==> config.mk <==
export PLATFORM = sky130hd
export DESIGN_NAME = tick_irq_pacer
export DESIGN_NICKNAME = d
export VERILOG_FILES = /design/src/rtl/tick_pacer_pkg.sv /design/src/rtl/tick_backlog_ctr.sv /design/src/rtl/irq_pacer_fsm.sv /design/src/rtl/tick_irq_pacer.sv
export SDC_FILE = /design/constraint.sdc
export NUM_CORES = 1
export LEC_CHECK = 0
export ABC_AREA = 1
export BUFFER_PORTS_ARGS = -buffer_cell sky130_fd_sc_hd__buf_2
export CORE_AREA = 3 3 40 42
export CTS_CLUSTER_SIZE = 28
export DETAILED_ROUTE_END_ITERATION = 16
export DIE_AREA = 0 0 43 45
export SKIP_CTS_REPAIR_TIMING = 1
export SLEW_MARGIN = 20
export SYNTH_ARGS = -nofsm -noshare
export SYNTH_HDL_FRONTEND = slang
export SYNTH_HIERARCHICAL = 1
export SYNTH_SLANG_ARGS = --single-unit
==> constraint.sdc <==
create_clock -name clk -period 1.5 [get_ports clk]
set_input_delay 0.075 -clock clk [delete_from_list [all_inputs] [get_ports clk]]
set_output_delay 0.075 -clock clk [all_outputs]
set_load 0.005 [all_outputs]
==> src/rtl/tick_pacer_pkg.sv <==
package tick_pacer_pkg;
    typedef enum logic [1:0] {
        ST_ARMED = 2'd0,
        ST_FIRE  = 2'd1,
        ST_HELD  = 2'd2
    } pacer_state_e;
endpackage

==> src/rtl/tick_backlog_ctr.sv <==
module tick_backlog_ctr #(
    parameter int CNT_W = 4
) (
    input  logic             clk,
    input  logic             rst_n,
    input  logic             clr_i,
    input  logic             inc_i,
    input  logic             dec_i,
    output logic [CNT_W-1:0] cnt_o,
    output logic             nz_o
);
    localparam logic [CNT_W-1:0] CNT_MAX = '1;

    logic [CNT_W-1:0] cnt_q;

    always_ff @(posedge clk) begin
        if (!rst_n) begin
            cnt_q <= '0;
        end else if (clr_i) begin
            cnt_q <= '0;
        end else if (inc_i && !dec_i && cnt_q != CNT_MAX) begin
            cnt_q <= cnt_q + 1'b1;
        end else if (dec_i && !inc_i && cnt_q != '0) begin
            cnt_q <= cnt_q - 1'b1;
        end
    end

    assign cnt_o = cnt_q;
    assign nz_o  = (cnt_q != '0);

    // a full backlog stays full unless it is drained or cleared
    assert_no_wrap_R3: assert property (@(posedge clk) disable iff (!rst_n)
        (cnt_q == CNT_MAX && !clr_i && !(dec_i && !inc_i)) |=> cnt_q == CNT_MAX);

    // an empty backlog stays empty without a tick
    assert_no_underflow_R4: assert property (@(posedge clk) disable iff (!rst_n)
        (cnt_q == '0 && !inc_i) |=> cnt_q == '0);

    // a tick and an acknowledge together leave the backlog unchanged
    assert_tick_ack_net_R5: assert property (@(posedge clk) disable iff (!rst_n)
        (inc_i && dec_i && !clr_i) |=> $stable(cnt_q));

    // a clear empties the backlog
    assert_clear_empties_R10: assert property (@(posedge clk) disable iff (!rst_n)
        clr_i |=> cnt_q == '0);
endmodule

==> src/rtl/irq_pacer_fsm.sv <==
module irq_pacer_fsm
    import tick_pacer_pkg::*;
(
    input  logic clk,
    input  logic rst_n,
    input  logic clr_i,
    input  logic ack_i,
    input  logic poll_i,
    input  logic nz_i,
    output logic irq_o
);
    pacer_state_e state_q, state_d;

    always_comb begin
        state_d = state_q;
        if (clr_i) begin
            state_d = ST_ARMED;
        end else begin
            unique case (state_q)
                ST_ARMED: if (poll_i && nz_i) state_d = ST_FIRE;
                ST_FIRE:  state_d = ack_i ? ST_ARMED : ST_HELD;
                ST_HELD:  if (ack_i) state_d = ST_ARMED;
                default:  state_d = ST_ARMED;
            endcase
        end
    end

    always_ff @(posedge clk) begin
        if (!rst_n) state_q <= ST_ARMED;
        else        state_q <= state_d;
    end

    always_comb begin
        irq_o = (state_q == ST_FIRE);
    end

    // the pulse lasts exactly one cycle
    assert_single_pulse_R6: assert property (@(posedge clk) disable iff (!rst_n)
        irq_o |=> !irq_o);

    // an armed poll with a backlog fires next cycle
    assert_issue_R6: assert property (@(posedge clk) disable iff (!rst_n)
        (state_q == ST_ARMED && poll_i && nz_i && !clr_i) |=> irq_o);

    // no pulse while waiting for the acknowledge
    assert_hold_off_R7: assert property (@(posedge clk) disable iff (!rst_n)
        (state_q == ST_HELD && !ack_i) |=> !irq_o);

    // an empty backlog never fires
    assert_empty_quiet_R8: assert property (@(posedge clk) disable iff (!rst_n)
        (!nz_i) |=> !irq_o);
endmodule

==> src/rtl/tick_irq_pacer.sv <==
module tick_irq_pacer #(
    parameter int CNT_W = 4
) (
    input  logic clk,
    input  logic rst_n,
    input  logic tick_i,
    input  logic ack_i,
    input  logic unmask_i,
    input  logic reload_i,
    input  logic poll_i,
    output logic irq_o,
    output logic pending_o
);
    logic             clr;
    logic             nz;
    logic [CNT_W-1:0] backlog;

    assign clr = unmask_i | reload_i;

    tick_backlog_ctr #(.CNT_W(CNT_W)) u_ctr (
        .clk   (clk),
        .rst_n (rst_n),
        .clr_i (clr),
        .inc_i (tick_i),
        .dec_i (ack_i),
        .cnt_o (backlog),
        .nz_o  (nz)
    );

    irq_pacer_fsm u_fsm (
        .clk    (clk),
        .rst_n  (rst_n),
        .clr_i  (clr),
        .ack_i  (ack_i),
        .poll_i (poll_i),
        .nz_i   (nz),
        .irq_o  (irq_o)
    );

    assign pending_o = nz;

    // a tick without acknowledge or clear leaves a pending backlog
    assert_tick_pends_R2: assert property (@(posedge clk) disable iff (!rst_n)
        (tick_i && !ack_i && !clr) |=> pending_o);

    // a reload empties the backlog
    assert_reload_clears_R11: assert property (@(posedge clk) disable iff (!rst_n)
        reload_i |=> (!pending_o && !irq_o));
endmodule

# ---- Yosys cells after proc, flatten, opt, wreduce, memory -nomap -nowiden
# Index checks and enable logic that the tools add are counted.
dict set report op_classes {
  addsub 2
  mux 6
  reduce_logical 12
  n_eq_ne 5
  bitwise 2
}
# op n
set ops {}
lappend ops {{$mux 4} 2}
lappend ops {{$mux 2} 3}
lappend ops {{$pmux 2 s3} 1}
lappend ops {{$logic_and 1x1->1} 5}
lappend ops {{$add 4x1->4 const B} 1}
lappend ops {{$ne 4x4->1 const B} 1}
lappend ops {{$reduce_bool 4->1} 1}
lappend ops {{$sub 4x1->4 const B} 1}
lappend ops {{$eq 2x1->1 const B} 1}
lappend ops {{$eq 2x2->1 const B} 1}
lappend ops {{$logic_not 1->1} 2}
lappend ops {{$logic_not 2->1} 1}
lappend ops {{$ne 2x1->1 const B} 1}
lappend ops {{$ne 2x2->1 const B} 1}
lappend ops {{$reduce_and 2->1} 1}
lappend ops {{$reduce_bool 2->1} 1}
lappend ops {{$reduce_or 2->1} 1}
lappend ops {{$not 1->1} 1}
lappend ops {{$or 1x1->1} 1}
dict set report word_totals {
  wordCells 29
  ff_bits 6
  input_bits 7
  output_inout_bits 2
}

# ---- Longest topological paths before layout
dict set report depth {
  word_depth 5
  ltp_mapped 12
  depth_no_buf 12
}

# ---- Hierarchy
# The synthesis kept the hierarchy.
# module n_inst area_per_inst_um2 cells_each seq_area_each_um2
set by_module_without_submodules {}
lappend by_module_without_submodules {tick_backlog_ctr 1 319.1 50 80.1}
lappend by_module_without_submodules {irq_pacer_fsm 1 103.8 18 40.0}
lappend by_module_without_submodules {tick_irq_pacer 1 11.3 3 0.0}

# ---- Least setup slack after synthesis
# No wires, ideal clock.
dict set report synth_timing {
  path_type {register to register}
  startpoint {register u_ctr.cnt_q[0], in the netlist u_ctr/cnt_o[0]}
  endpoint {register u_ctr.cnt_q[3], in the netlist u_ctr/cnt_o[3]}
  setup_slack_ps -73
  stages_incl_launch_ff 12
  n_path_buf 0
  required_time_ps 1430
  t_arrival_ps 1503
  period_less_slack_ps 1573
  setup_ps 70
  path_cell_list {dfxtp_1 -> nand2_1 -> nor2_1 -> nor2_1 -> inv_2 -> ha_1 -> or2_1 -> nand2_1 -> nand3_1 -> nand2_1 -> nand2_1 -> a21oi_1}
}
dict set report synth_between {
  elab_chain_len 3
  word_cells_on_any_way 9
  classes_between {2 x add/sub; 1 x eq/ne; 2 x mux; 4 x reduce/logical}
}
# item line
set synth_rtl {}
lappend synth_rtl {{from (decl)} tick_backlog_ctr.sv:14} ;# logic [CNT_W-1:0] cnt_q;
lappend synth_rtl {{from (signal assigned)} tick_backlog_ctr.sv:22} ;# cnt_q <= cnt_q + 1'b1;
lappend synth_rtl {{from (signal assigned)} tick_backlog_ctr.sv:24} ;# cnt_q <= cnt_q - 1'b1;
lappend synth_rtl {{$sub 4x1->4 (tied with other cells)} tick_backlog_ctr.sv:24}
lappend synth_rtl {{$mux 4 (tied with other cells)} tick_backlog_ctr.sv:23} ;# end else if (dec_i && !inc_i && cnt_q != '0) begin
lappend synth_rtl {{$mux 4 / $reduce_bool 2->1 (equally long branches)} n/a}
# Parallel ways exist; a longest one is shown, timed or not. The select of a mux whose other input is x is not followed.
# A chain may end at the register's enable or synchronous reset.

# ---- Final worst setup path
dict set report layout_timing {
  startpoint {register u_ctr.cnt_q[2], in the netlist u_ctr/cnt_o[2]}
  endpoint {register u_ctr.cnt_q[3], in the netlist u_ctr/cnt_o[3]}
}
# The elaborated chain is that of the path after synthesis.

==> key figures <==
Finish
  • Layout overhead on the synthesized area: 34.0%
  • Commonest cells after routing, fill and taps aside: nand2_1, nor2_1, inv_1, buf_2, buf_4
  • Most common library cell in the layout ignoring fill and taps: nand2_1
  • Post-route core utilization: 45.3%
  • Area of the multi-input gates: 285 sq um
  • Antenna diode count: 0
  • Fill cell total of the finished layout: 151
  • Total Nets Final: 99
  • Storage element area: 125 sq um
  • Share of final-layout standard cells stronger than drive strength 1: 33.3%

Clock tree
  • Number of levels in the clock H-tree: 1
  • Clock root buffer: clkbuf_4
  • Max clock buf depth: 2
  • Clock latency reported for the late side of the worst-skew pair: 250 ps
  • Clock sinks: 6
  • Clock transition at the registers of the reported paths: 40 ps
  • TritonCTS clock tree: yes
  • Inserted Clock Buffers: 3

Critical path
  • Category of the most critical setup path: register to register
  • Ordered cell list for the critical path: nand2_2 -> nor2_1 -> nor2_1 -> inv_2 -> ha_4 -> or2_1 -> nand2_1 -> nand3_2 -> nand2_1 -> nand2_1 -> a21oi_2
  • Worst-path maximum fanout: 4
  • CP top delay family: simple AND/OR/NAND/NOR gates
  • Largest stage delay on the critical path: 320 ps
  • Crit path buffers/inverters: 1
  • Crit path arrival time: 1690 ps
  • Cell with the most instances on the worst path: nand2_1
  • Worst Path Required: 1680 ps
  • Kind of start point of the critical path: register
  • CP max-delay cell: dfxtp_2
  • Critical Path End Type: register

Placement
  • IO buf count: 8
  • Hpwl dp: 717 um
  • Global placement routability congestion: 0.745

Timing
  • PnR worst setup slack: -14.8 ps
  • Headroom to the max-slew limit: 84.1%
  • Clock skew after layout: 1.14 ps
  • Fin. max-slew vios: 0
  • Highest achievable clock rate: 0.660 GHz
  • Transition time of the tightest slew-check pin: 237 ps
  • Final period util: 101%
  • Number of endpoints with negative hold slack in the final report: 0
  • Final min period: 1510 ps
  • Setup-failing EPs final: 1
  • RSZ-0062 raised after global routing: true

Power and ir drop
  • Power per unit of standard cell area: 660 nW/um^2
  • VDD IR max: 0.337 mV
  • Share of power burned in the clock network: 39.3%
  • Register share of total power: 42.7%
  • Leak Pwr: 0.296 nW
  • Comb pwr share: 18.0%
  • Internal power of the cells: 0.000285 W
  • Switching power summed over all nets: 0.0000985 W
  • Total power after layout: 0.000384 W
  • Switching share of total power: 25.7%

Floorplan
  • Horiz. Die Dim: 43 um
  • Number of primary I/O pins: 9
  • Total Die Area: 1940 sq um
  • Number of core rows: 13
  • Initial cell density of the core: 33.8%
  • Die extent in y: 45 um
  • Placeable Area: 1280 sq um

Global route
  • Vias in the first global route: 387
  • Pin count of the biggest net entering global routing: 6
  • Total Routing Usage GR: 11.0%
  • Total global routing overflow: 0
  • Wire length of the first global-routing pass: 1500 um
  • Antenna violations before repair: 0

Synthesis
  • Post-synthesis net count: 81
  • Synth area leaders: dfxtp_1, nand2_1, nor2_1
  • Count of cell types in the netlist: 17
  • Yosys warnings: 6
  • FF+latch count, synth: 6
  • Sequential cell area fraction in the yosys report: 27.7%
  • Yosys top cell area share: 27.7%
  • Number of instances in the synthesized netlist: 71
  • Mapped Avg Cell Area: 6.12 sq um
  • Synth Cell Area: 434 sq um
  • Synth area leader: dfxtp_1

Route
  • Final routed wire length divided by cell count: 8.69 um
  • Vias post-DR: 446
  • Final ANT Viol Nets: 0
  • Number of iterations in the first detailed-routing pass: 2
  • Number of design rule violations left after detail routing: 0
  • Number of vias per cell after detailed routing: 4.37
  • Final wirelength: 886 um
  • Iteration-0 DRC count of the detailed router: 10

Run
  • Max Cap Violations: 0

Status
  • Result of the run: finished with violations
  • Violations in the final reports: negative setup slack

Worst hold path
  • Tightest Hold Check Type: input pin to register
[cell usage after synthesis]
library cell  number
or2_1              1
inv_2              1
inv_1             12
dfxtp_1            6
fa_1               1
nand3_2            1
nand3_1            4
ha_1               2
clkinv_1           1
o21ai_0            2
nor2_1            15
a21oi_1            2
nand2_4            1
nand2_2            1
nand2_1           19
xnor2_1            1
nor2_2             1
[registers in the layout, indices dropped and copies added (netlist names)]
signal,count
u_ctr/cnt_o,4
u_fsm/state_q,2
[kinds of logic (layout without fill, tap and decap cells)]
| kind of cell | count (synthesis) | count (layout) | share of synthesized area, % |
|---|---|---|---|
| compound gates | 4 | 4 | 4.61 |
| xor+xnor | 1 | 1 | 2.02 |
| fa+ha+maj | 3 | 3 | 10.4 |
| buf+inv | 14 | 30 | 12.1 |
| flops | 6 | 6 | 27.7 |
| simple gates | 43 | 43 | 43.2 |
[metal layers]
metal | vias to the layer above | global-route usage [%] | share of wire (%)
li1 | 244 | - | -
met1 | 193 | 11.2 | 40
met2 | 7 | 17.4 | 52
met3 | 2 | 6.37 | 6.0
met4 | 0 | 7.23 | 1.2
met5 | - | 0 | 0
[stage by stage]
step	hold WS (ps)	worst slack, ps	instances	setup TNS, ps	instance area, sq um
after floorplan	199	9.60	71	0	449
after global placement	338	-25.4	99	-25.4	546
after detailed placement	338	-42.1	99	-42.1	546
after CTS	73.6	-53.0	102	-53.0	568
after global routing	99.6	-145	102	-229	582
final	78.0	-14.8	102	-14.8	582
[tightest hold or removal path: stages]
cell	delay, ps
buf_2	110
nand2_1	60
nor2_1	40
[power by group through the flow]
stage / sequential (W) / clock [W] / combinational, W
after detailed placement: 0.000166 / 0 / 0.0000683
after floorplan: 0.000168 / 0 / 0.0000415
after global routing: 0.000164 / 0.000164 / 0.0000817
after global placement: 0.000166 / 0 / 0.0000677
after CTS: 0.000163 / 0.000158 / 0.0000687
final: 0.000164 / 0.000151 / 0.0000693
[worst paths after layout]
check                                    start                to  slack [ps]  depth (start not counted)
worst max-delay path            u_ctr/cnt_o[2]    u_ctr/cnt_o[3]         -10                         11
worst min-delay path                     rst_n  u_fsm/state_q[0]          80                          3
worst min register to register  u_ctr/cnt_o[3]    u_ctr/cnt_o[3]         500                          2
worst max register to register  u_ctr/cnt_o[2]    u_ctr/cnt_o[3]         -10                         11
[cell type report]
cell class	instances	share of cell area, %
Multi-Input combinational cell	51	49.0
Sequential cell	6	21.5
Timing Repair Buffer	13	13.3
Inverter	14	9.03
Clock buffer	3	3.87
Tap cell	15	3.23
Power figures use the tool's default switching activity.
